<file path="src/rtl/ptw_pkg.sv">
package ptw_pkg;
  typedef enum logic [2:0] {
    WS_IDLE,
    WS_FETCH_L1,
    WS_WAIT_L1,
    WS_FETCH_L2,
    WS_WAIT_L2,
    WS_DONE,
    WS_FAULT
  } walk_state_e;
endpackage

</file>
<file path="src/rtl/ptw_ctrl.sv">
module ptw_ctrl
  import ptw_pkg::*;
(
  input  logic        clk,
  input  logic        rst_n,
  input  logic        req_valid,
  input  logic        mem_req_ready,
  input  logic        mem_rsp_valid,
  input  logic        rsp_entry_ok,
  output walk_state_e state_q,
  output logic        fault_lvl_q
);

  walk_state_e state_d;

  always_comb begin
    state_d = state_q;
    unique case (state_q)
      WS_IDLE:     if (req_valid)     state_d = WS_FETCH_L1;
      WS_FETCH_L1: if (mem_req_ready) state_d = WS_WAIT_L1;
      WS_WAIT_L1:  if (mem_rsp_valid) state_d = rsp_entry_ok ? WS_FETCH_L2 : WS_FAULT;
      WS_FETCH_L2: if (mem_req_ready) state_d = WS_WAIT_L2;
      WS_WAIT_L2:  if (mem_rsp_valid) state_d = rsp_entry_ok ? WS_DONE : WS_FAULT;
      WS_DONE:     state_d = WS_IDLE;
      WS_FAULT:    state_d = WS_IDLE;
      default:     state_d = WS_IDLE;
    endcase
  end

  always_ff @(posedge clk or negedge rst_n) begin
    if (!rst_n) begin
      state_q     <= WS_IDLE;
      fault_lvl_q <= 1'b0;
    end else begin
      state_q <= state_d;
      if (mem_rsp_valid && !rsp_entry_ok) begin
        if (state_q == WS_WAIT_L1) fault_lvl_q <= 1'b0;
        if (state_q == WS_WAIT_L2) fault_lvl_q <= 1'b1;
      end
    end
  end

  // an invalid first-level entry goes straight to a level-0 fault
  a_r7_l1_fault: assert property (@(posedge clk) disable iff (!rst_n)
    (state_q == WS_WAIT_L1 && mem_rsp_valid && !rsp_entry_ok)
      |=> (state_q == WS_FAULT && !fault_lvl_q));

  // waiting for the response tolerates any delay
  a_r9_rsp_wait: assert property (@(posedge clk) disable iff (!rst_n)
    (state_q == WS_WAIT_L2 && !mem_rsp_valid) |=> (state_q == WS_WAIT_L2));

endmodule

</file>
<file path="src/rtl/ptw_datapath.sv">
module ptw_datapath #(
  parameter int ADDR_W      = 32,
  parameter int OFF_W       = 12,
  parameter int IDX_W       = 10,
  parameter int ENTRY_BYTES = 4,
  parameter int KIND_W      = 2
) (
  input  logic              clk,
  input  logic              rst_n,
  input  logic              accept,
  input  logic              take_l1,
  input  logic              take_l2,
  input  logic              sel_l2,
  input  logic [ADDR_W-1:0] req_vaddr,
  input  logic [ADDR_W-1:0] req_base,
  input  logic [KIND_W-1:0] req_kind,
  input  logic [ADDR_W-1:0] rsp_data,
  output logic [ADDR_W-1:0] fetch_addr,
  output logic [ADDR_W-1:0] paddr,
  output logic [KIND_W-1:0] kind_q
);

  localparam int LEVELS  = 2;
  localparam int FRAME_W = ADDR_W - OFF_W;
  localparam int ENT_SH  = $clog2(ENTRY_BYTES);

  logic [ADDR_W-1:0]  va_q, base_q;
  logic [FRAME_W-1:0] l2_frame_q, ppn_q;
  logic [IDX_W-1:0]   idx [LEVELS];
  logic [IDX_W-1:0]   idx_sel;
  logic [ADDR_W-1:0]  tbl_base, ent_ofs;

  // Index fields, most significant level first.
  for (genvar lv = 0; lv < LEVELS; lv++) begin : g_idx
    assign idx[lv] = va_q[ADDR_W-1-lv*IDX_W -: IDX_W];
  end

  always_comb begin
    idx_sel  = sel_l2 ? idx[1] : idx[0];
    tbl_base = sel_l2 ? {l2_frame_q, {OFF_W{1'b0}}} : base_q;
    ent_ofs  = '0;
    ent_ofs[IDX_W+ENT_SH-1:0] = {idx_sel, {ENT_SH{1'b0}}};
    fetch_addr = tbl_base + ent_ofs;
    paddr      = {ppn_q, va_q[OFF_W-1:0]};
  end

  always_ff @(posedge clk or negedge rst_n) begin
    if (!rst_n) begin
      va_q       <= '0;
      base_q     <= '0;
      kind_q     <= '0;
      l2_frame_q <= '0;
      ppn_q      <= '0;
    end else begin
      if (accept) begin
        va_q   <= req_vaddr;
        base_q <= req_base;
        kind_q <= req_kind;
      end
      if (take_l1) l2_frame_q <= rsp_data[ADDR_W-1:OFF_W];
      if (take_l2) ppn_q      <= rsp_data[ADDR_W-1:OFF_W];
    end
  end

endmodule

</file>
<file path="src/rtl/pt_walker.sv">
module pt_walker
  import ptw_pkg::*;
#(
  parameter int ADDR_W      = 32,
  parameter int OFF_W       = 12,
  parameter int IDX_W       = 10,
  parameter int ENTRY_BYTES = 4,
  parameter int KIND_W      = 2
) (
  input  logic              clk,
  input  logic              rst_n,
  input  logic [ADDR_W-1:0] pt_base,
  input  logic              req_valid,
  output logic              req_ready,
  input  logic [ADDR_W-1:0] req_vaddr,
  input  logic [KIND_W-1:0] req_kind,
  output logic              mem_req_valid,
  input  logic              mem_req_ready,
  output logic [ADDR_W-1:0] mem_req_addr,
  input  logic              mem_rsp_valid,
  input  logic [ADDR_W-1:0] mem_rsp_data,
  output logic              done_valid,
  output logic              done_fault,
  output logic              done_fault_lvl,
  output logic [ADDR_W-1:0] done_paddr,
  output logic [KIND_W-1:0] done_kind
);

  walk_state_e       state_q;
  logic              fault_lvl_q;
  logic              entry_ok;
  logic              accept, take_l1, take_l2, sel_l2;
  logic [ADDR_W-1:0] paddr;
  logic              unused_entry_bits;

  assign entry_ok          = mem_rsp_data[0];
  assign unused_entry_bits = ^mem_rsp_data[OFF_W-1:1];

  assign req_ready     = (state_q == WS_IDLE);
  assign accept        = req_valid && req_ready;
  assign take_l1       = (state_q == WS_WAIT_L1) && mem_rsp_valid && entry_ok;
  assign take_l2       = (state_q == WS_WAIT_L2) && mem_rsp_valid && entry_ok;
  assign sel_l2        = (state_q == WS_FETCH_L2);
  assign mem_req_valid = (state_q == WS_FETCH_L1) || (state_q == WS_FETCH_L2);

  assign done_valid     = (state_q == WS_DONE) || (state_q == WS_FAULT);
  assign done_fault     = (state_q == WS_FAULT);
  assign done_fault_lvl = done_fault && fault_lvl_q;
  assign done_paddr     = (state_q == WS_DONE) ? paddr : '0;

  ptw_ctrl u_ctrl (
    .clk           (clk),
    .rst_n         (rst_n),
    .req_valid     (req_valid),
    .mem_req_ready (mem_req_ready),
    .mem_rsp_valid (mem_rsp_valid),
    .rsp_entry_ok  (entry_ok),
    .state_q       (state_q),
    .fault_lvl_q   (fault_lvl_q)
  );

  ptw_datapath #(
    .ADDR_W      (ADDR_W),
    .OFF_W       (OFF_W),
    .IDX_W       (IDX_W),
    .ENTRY_BYTES (ENTRY_BYTES),
    .KIND_W      (KIND_W)
  ) u_dp (
    .clk        (clk),
    .rst_n      (rst_n),
    .accept     (accept),
    .take_l1    (take_l1),
    .take_l2    (take_l2),
    .sel_l2     (sel_l2),
    .req_vaddr  (req_vaddr),
    .req_base   (pt_base),
    .req_kind   (req_kind),
    .rsp_data   (mem_rsp_data),
    .fetch_addr (mem_req_addr),
    .paddr      (paddr),
    .kind_q     (done_kind)
  );

  // a stalled memory request holds valid and address
  a_r9_req_hold: assert property (@(posedge clk) disable iff (!rst_n)
    (mem_req_valid && !mem_req_ready) |=> (mem_req_valid && $stable(mem_req_addr)));

  // the result strobe lasts one cycle and the walker is idle after it
  a_r8_done_pulse: assert property (@(posedge clk) disable iff (!rst_n)
    done_valid |=> (!done_valid && req_ready));

  // no new request is taken while memory traffic is pending
  a_r2_busy_not_ready: assert property (@(posedge clk) disable iff (!rst_n)
    mem_req_valid |-> !req_ready);

  // an accepted request starts the first-level read next cycle
  a_r2_accept_starts: assert property (@(posedge clk) disable iff (!rst_n)
    (req_valid && req_ready) |=> (mem_req_valid && !req_ready));

endmodule

</file>
<file path="config.mk">
export PLATFORM = sky130hd
export DESIGN_NAME = pt_walker
export DESIGN_NICKNAME = d
export VERILOG_FILES = /design/src/rtl/ptw_pkg.sv /design/src/rtl/ptw_ctrl.sv /design/src/rtl/ptw_datapath.sv /design/src/rtl/pt_walker.sv
export SDC_FILE = /design/constraint.sdc
export NUM_CORES = 1
export LEC_CHECK = 0
export ABC_AREA = 1
export CAP_MARGIN = 30
export CORE_MARGIN = 2
export CORE_UTILIZATION = 50
export CTS_CLUSTER_SIZE = 16
export DETAILED_ROUTE_END_ITERATION = 12
export GPL_TIMING_DRIVEN = 0
export PLACE_DENSITY = 0.83
export SLEW_MARGIN = 0
export SYNTH_ARGS = -nofsm -noshare
export SYNTH_HDL_FRONTEND = slang
export SYNTH_SLANG_ARGS = --single-unit
</file>
<file path="constraint.sdc">
create_clock -name clk -period 7.19 [get_ports clk]
set_clock_uncertainty 0.1 [all_clocks]
set_input_delay 1.438 -clock clk [delete_from_list [all_inputs] [get_ports clk]]
set_output_delay 1.438 -clock clk [all_outputs]
set_load 0.02 [all_outputs]
</file>
==> metrics, run 1 <==
Initial Utilization=0.513; Core Region=0.0120 mm²; Power Dens Cells=541 mW/mm²; GPL Wtd Cong=about 0.89; Max-slew headroom=0.534; CP delay by family, top=buffers and inverters; Critical Path Source Type=flop; status=finished clean; Die Span Y=roughly 120 µm; peak supply drop=approximately 0.00024 V; IO Pins=174; Synth cell types=36; H-tree levels=3; Worst-path clk slew=80 ps; Crit path required time=5650 ps; mean post-synth cell area=between 7 and 8 µm²; Sink Count=110; crit end category=output pin; reg2reg start=u_ctrl.state_q[0]; CP Buf/Inv Count=7; multi-input logic area=0.00272 mm²; die width=~120 µm; slowest cell on the critical path=clkdlybuf4s50_1; fin crit share=0.820; Residual DRC=0; Final Hold Fails=0; Overflow after GRT=0; Port Buf Inserts=between 150 and 200; final WL=between 15000 and 20000 µm; syn_nets=941; Vias/cell=4.96; cells along the critical path=buf_4, inv_4, nand3_4, buf_2, buf_1, nand2_1, nand2_1, ha_1, inv_1, fa_1, inv_1, nand3_1, nand3_1, nand2_1, nor2_1, xor2_1, clkdlybuf4s50_1; synth warn=0; Yosys reg bits=between 100 and 150; vias=roughly 5700; Top cell by count, worst path=nand2_1; worst slew pin tran=approximately 700 ps; crit path time final=about 6000 ps; critical path depth in cells=17; worst r2r dst=u_dp.va_q[7]; dpl hpwl=between 10000 and 15000 µm; initial antenna violation count=0; WP data arrival=4360 ps; FILL cells=just over 1000; Lkg Pwr=about 4.1 nW; root buffer cell=clkbuf_16; Skew-Pair Late Insertion Delay=between 300 and 400 ps; Crit Path Class=reg -> out; hold_buf cts=0; layout cells sized above 1=0.0835; largest net degree at the start of global routing=57; total of max-cap violations=0; Fmax achieved=170 MHz; Routed Antenna Nets=0; # nets final=around 1100; post-CTS setup repair buffer count=0; GR Util All Layers=0.256; global-route wire length before repair=between 20000 and 30000 µm; critical path peak fanout=10; drt pass-1 iters=5; worst setup path start=u_ctrl.state_q[2]; Seq/Total Area, Yosys=0.447; register area=~0.0028 mm²; DR WL/cell=between 10 and 15 µm; post_cts resized=0; R2R depth=6; number of global-route vias before repair=roughly 5500; CTS Buffer Depth=2; CTS tree=built; Setup violations, final=0; post-synthesis cell count=about 830; row count=40; total die area=0.0132 mm²; slowest stage delay, CP=640 ps; Setup crit end=mem_req_addr[24]; worst hold path class=reg -> reg; Area growth, synth to finish=34.7%; Syn Std Cell Area=roughly 0.0062 mm²; ant diodes=0; Max Transition Viols Final=0; total power draw=4.49 mW; setup TNS=0 ps; CTS Buf Count=9; DR iter-0 viols=between 200 and 300; reg2reg setup slack=just over 5000 ps; RSZ-0062 raised after global routing=no
-- Yosys cell counts --
library cell,number,area (µm²)
a21oi_1,49,245
a31oi_1,1,6.26
buf_1,1,3.75
buf_2,8,40.0
buf_4,3,22.5
buf_6,2,22.5
clkbuf_1,17,63.8
dfrtp_1,110,2750
fa_1,1,20.0
ha_1,10,125
inv_1,136,510
inv_2,6,22.5
inv_4,1,6.26
mux2_1,4,45.0
mux2_2,21,236
nand2_1,196,736
nand2_2,10,62.6
nand3_1,25,125
nand3_4,1,17.5
nand3b_1,1,7.51
nand4_1,10,62.6
nor2_1,122,458
nor2_2,7,43.8
nor2_4,2,22.5
nor3_1,5,25.0
nor3_2,1,10.0
o21ai_0,48,240
o21ai_1,3,15.0
o21ai_2,2,17.5
o21bai_1,1,7.51
o22ai_1,2,12.5
o31ai_1,1,7.51
o32ai_1,1,8.76
or2_2,2,12.5
xnor2_1,5,43.8
xor2_1,12,105
-- per-stage QoR --
stage,setup WS (ps),cell area [µm²],hold slack [ps],util,std cells
5_1_grt,1060,8300,415,0.691,1153
6_report,1300,8300,385,0.691,1153
2_1_floorplan,2830,6160,348,-,827
3_3_place_gp,379,7970,366,0.663,1136
3_5_place_dp,1770,7990,373,0.666,1137
4_1_cts,1340,8300,392,0.691,1153
-- placed cells by master, fill, tap and decap left out, types with 3 or more instances in the layout --
cell type and count:
nand2_1 196, clkdlybuf4s50_1 161, inv_1 136, nor2_1 122
dfrtp_1 110, a21oi_1 49, o21ai_0 48, nand3_1 25
mux2_2 21, clkbuf_1 17, xor2_1 12, nand2_2 10
nand4_1 10, ha_1 10, clkbuf_16 9, buf_2 8
nor2_2 7, inv_2 6, nor3_1 5, xnor2_1 5
inv_6 5, buf_4 4, mux2_1 4, o21ai_1 3
-- cells by family after synthesis --
group	count (synthesis)	synth area share
XOR/XNOR	17	0.0242
adder cells (fa/ha/maj)	11	0.0235
multiplexers	25	0.0457
flip-flops	110	0.447
AND/OR/NAND/NOR	382	0.257
buffers and inverters	174	0.112
AO/OA/AOI/OAI	108	0.0909
-- registers in the layout (all words and copies together) (netlist names) --
name	flops
u_dp.l2_frame_q	20
u_ctrl.fault_lvl_q	1
u_dp.ppn_q	20
u_dp.va_q	32
u_dp.kind_q	2
u_dp.base_q	32
u_ctrl.state_q	3
-- final cells by class --
type	count	area share
Inverter	143	0.0649
Tap cell	147	0.0221
Clock buffer	9	0.0271
Timing Repair Buffer	163	0.198
Buffer	31	0.0184
Multi-Input combinational cell	543	0.327
Sequential cell	110	0.331
Clock inverter	7	0.0102
-- worst reg2reg max path, cell delays in order (launching register included) --
cell and delay [ps]:
dfrtp_1 360, buf_4 160, nor3_2 320, nand2_1 310, buf_2 300, buf_2 220
a21oi_1 190
-- power breakdown --
part           internal (mW)  switching [mW]  leakage [nW]  total, mW
clock network          0.279           0.247         0.154      0.526
logic                   1.20            1.71          2.69       2.91
registers              0.913           0.138          1.29       1.05
total                   2.39            2.10          4.13       4.49
-- per-layer routing --
layer / share of wire / global-route usage / wire length [µm]
met1: 0.46 / 0.351 / 7440
met2: 0.47 / 0.413 / 7580
met3: 0.046 / 0.0422 / 749
met4: 0.027 / 0.0916 / 437
met5: 0 / 0 / 0
-- how the worst min path moves through the flow --
stage                              from                   to  slack, ps  depth (start not counted)
finish                   u_dp.ppn_q[19]       u_dp.ppn_q[19]        390                          2
CTS                      u_dp.ppn_q[19]       u_dp.ppn_q[19]        390                          2
detailed placement       u_dp.ppn_q[19]       u_dp.ppn_q[19]        370                          2
floorplan           u_dp.l2_frame_q[17]  u_dp.l2_frame_q[17]        350                          2
global placement         u_dp.ppn_q[19]       u_dp.ppn_q[19]        370                          2
global route        u_dp.l2_frame_q[17]  u_dp.l2_frame_q[17]        420                          2
(Power assumes the default switching activity.)
==> inputs of run 2 (changes only) <==
--- a/config.mk
+++ b/config.mk
@@ -8,11 +8,11 @@
 export ABC_AREA = 1
 export CAP_MARGIN = 30
 export CORE_MARGIN = 2
-export CORE_UTILIZATION = 50
+export CORE_UTILIZATION = 44
 export CTS_CLUSTER_SIZE = 16
 export DETAILED_ROUTE_END_ITERATION = 12
 export GPL_TIMING_DRIVEN = 0
-export PLACE_DENSITY = 0.83
+export PLACE_DENSITY = 0.77
 export SLEW_MARGIN = 0
 export SYNTH_ARGS = -nofsm -noshare
 export SYNTH_HDL_FRONTEND = slang
==> constraint.sdc (replaced) <==
create_clock -name clk -period 5 [get_ports clk]
set_clock_uncertainty 0.1 [all_clocks]
set_input_delay 1 -clock clk [delete_from_list [all_inputs] [get_ports clk]]
set_output_delay 1 -clock clk [all_outputs]
set_load 0.02 [all_outputs]
==> run 2 against run 1 <==
Compared with the run above:
- sequential power rose by 43%
- global-route usage fell by 2.8 points
- register-to-register slack got worse by 2200 ps
- die area rose by 13%
- critical path type unchanged
==> metrics, run 2 (synthesis gave the netlist of run 1 again) <==
worst slew pin tran=approximately 660 ps; Vias/cell=4.71; Hold WS=a little under 400 ps; total die area=approximately 0.015 mm²; drt pass-1 iters=4; Overflow after GRT=0; busiest layer in global routing=met2; IO Pins=between 150 and 200; Critical Path Source Type=flop; Setup violations, final=0; Lkg Pwr=approximately 4.2 nW; GR Util All Layers=0.228; fin cells=about 1200; met3 usage=0.0367; Port Buf Inserts=~160; setup TNS=0 ps; fin crit share=0.945; GPL Wtd Cong=between 0.8 and 0.9; crit end category=output pin; Core Region=around 0.014 mm²; top flop regs=u_dp.base_q: 32 flops, u_dp.va_q: 32 flops; Initial Utilization=0.447; number of global-route vias before repair=5322; DR iter-0 viols=391; hold_buf cts=0; Sink Count=110; critical path peak fanout=10; reg2reg setup slack=around 3000 ps; commonest cells after routing, fill and taps aside=196 x nand2_1, 151 x clkdlybuf4s50_1, 136 x inv_1, 122 x nor2_1, 109 x dfrtp_1; Worst-path clk slew=70 ps; met2 usage in global routing=0.362; CTS Buffer Depth=2; total of max-cap violations=0; final core occ=0.608; status=finished clean; vias=between 5000 and 6000; register area=0.00275 mm²; Skew-Pair Late Insertion Delay=between 300 and 400 ps; peak supply drop=roughly 0.00036 V; Power Dens Cells=758 mW/mm²; most common cell after layout, fill and taps aside=nand2_1; final WL=approximately 16000 µm; worst hold path class=reg -> reg; DR WL/cell=around 14 µm; CTS tree=built; GRT met1 Usage=0.316; die width=approximately 120 µm; root buffer cell=clkbuf_16; global-route wire length before repair=around 26000 µm; crit path time final=4730 ps; Area growth, synth to finish=35.9%; dpl hpwl=around 13000 µm; Die Span Y=122 µm; Crit path required time=3900 ps; # nets final=roughly 1100; Residual DRC=0; Max-slew headroom=0.560; Max Transition Viols Final=0; FILL cells=1248; Final Hold Fails=0; Crit Path Class=reg -> out; ant diodes=0; Fmax achieved=about 210 MHz; largest net degree at the start of global routing=61; placed instance count=between 1000 and 1500; multi-input logic area=around 0.0027 mm²; layout cells sized above 1=0.0912; H-tree levels=3; WP data arrival=3630 ps; Routed Antenna Nets=0; CTS Buf Count=9; row count=43; initial antenna violation count=0
-- run 2: cell types whose count changed in the layout (fill, tap and decap cells not counted), moves of 2 or more --
cell,previous run,this run
clkdlybuf4s15_1,0,2
clkinv_4,0,3
clkdlybuf4s50_1,161,151
clkbuf_4,0,3
dlymetal6s2s_1,0,8
inv_6,5,1
buf_4,4,8
-- run 2: routing by layer --
metal | up-vias | routed length, µm | part of all wire
li1 | 2894 | - | -
met1 | 2547 | 7610 | 0.47
met2 | 134 | 7590 | 0.46
met3 | 25 | 805 | 0.049
met4 | 0 | 349 | 0.021
met5 | - | 0 | 0
-- run 2: worst paths after layout --
path | from | to | cells after the start
max in group asynchronous | rst_n | u_dp.base_q[23] | 2
setup / recovery | u_ctrl.state_q[2] | mem_req_addr[23] | 17
hold reg to reg | u_dp.l2_frame_q[15] | u_dp.l2_frame_q[15] | 2
min in group asynchronous | rst_n | u_dp.va_q[3] | 1
setup reg to reg | u_ctrl.state_q[0] | u_dp.base_q[6] | 6
hold / removal | u_dp.l2_frame_q[15] | u_dp.l2_frame_q[15] | 2
-- run 2: per-stage QoR --
stage | setup WS, ps | cell area (µm²) | power (mW)
floorplan | 1080 | 6160 | 4.19
finish | 273 | 8380 | 6.35
detailed placement | 8.39 | 8040 | 5.69
global placement | -1470 | 8010 | 5.61
global route | -7.04 | 8380 | 6.89
CTS | 31.2 | 8320 | 6.38
-- run 2: timing repair --
action                                  CTS  global route
endpoints found under the hold margin     0             0
buffers inserted                          0             4
endpoints found under the setup margin   13            17
gates resized for setup                   7            16
-- run 2: final cells by class --
| class | count | share of cell area |
|---|---|---|
| clock inverters | 6 | 0.00568 |
| multi-input cells | 543 | 0.325 |
| plain buffers | 30 | 0.0190 |
| well taps | 180 | 0.0269 |
| clock buffers | 10 | 0.0273 |
| inverters | 143 | 0.0644 |
| repair buffers | 167 | 0.203 |
| flip-flops and latches | 110 | 0.329 |
-- run 2: critical path: stages (launching register included) --
cell and delay, ps:
dfrtp_1 360, buf_4 170, nor2_2 200, buf_4 210
clkbuf_4 230, nor2_1 80, ha_1 360, nand2_1 110
nor2_1 150, nand3_1 100, nand3_1 190, nand3_1 90
nand2_1 180, nand2_1 70, nand2_1 60, nand2_1 60
inv_1 50, clkdlybuf4s50_1 590
-- run 2: where the power goes --
part           internal, mW  switching [mW]  total (mW)  leakage, nW
Sequential             1.31           0.185        1.50         1.28
Combinational          1.73            2.44        4.17         2.78
Clock                 0.342           0.342       0.684        0.133
Total                  3.38            2.97        6.35         4.19
==> inputs of run 3 (changes only) <==
--- a/config.mk
+++ b/config.mk
@@ -6,6 +6,7 @@
 export NUM_CORES = 1
 export LEC_CHECK = 0
 export ABC_AREA = 1
+export ABC_CLOCK_PERIOD_IN_PS = 5000
 export CAP_MARGIN = 30
 export CORE_MARGIN = 2
 export CORE_UTILIZATION = 44
==> results of run 3 <==
Same layout as run 2: the final DEF is identical, and so are final timing and power.
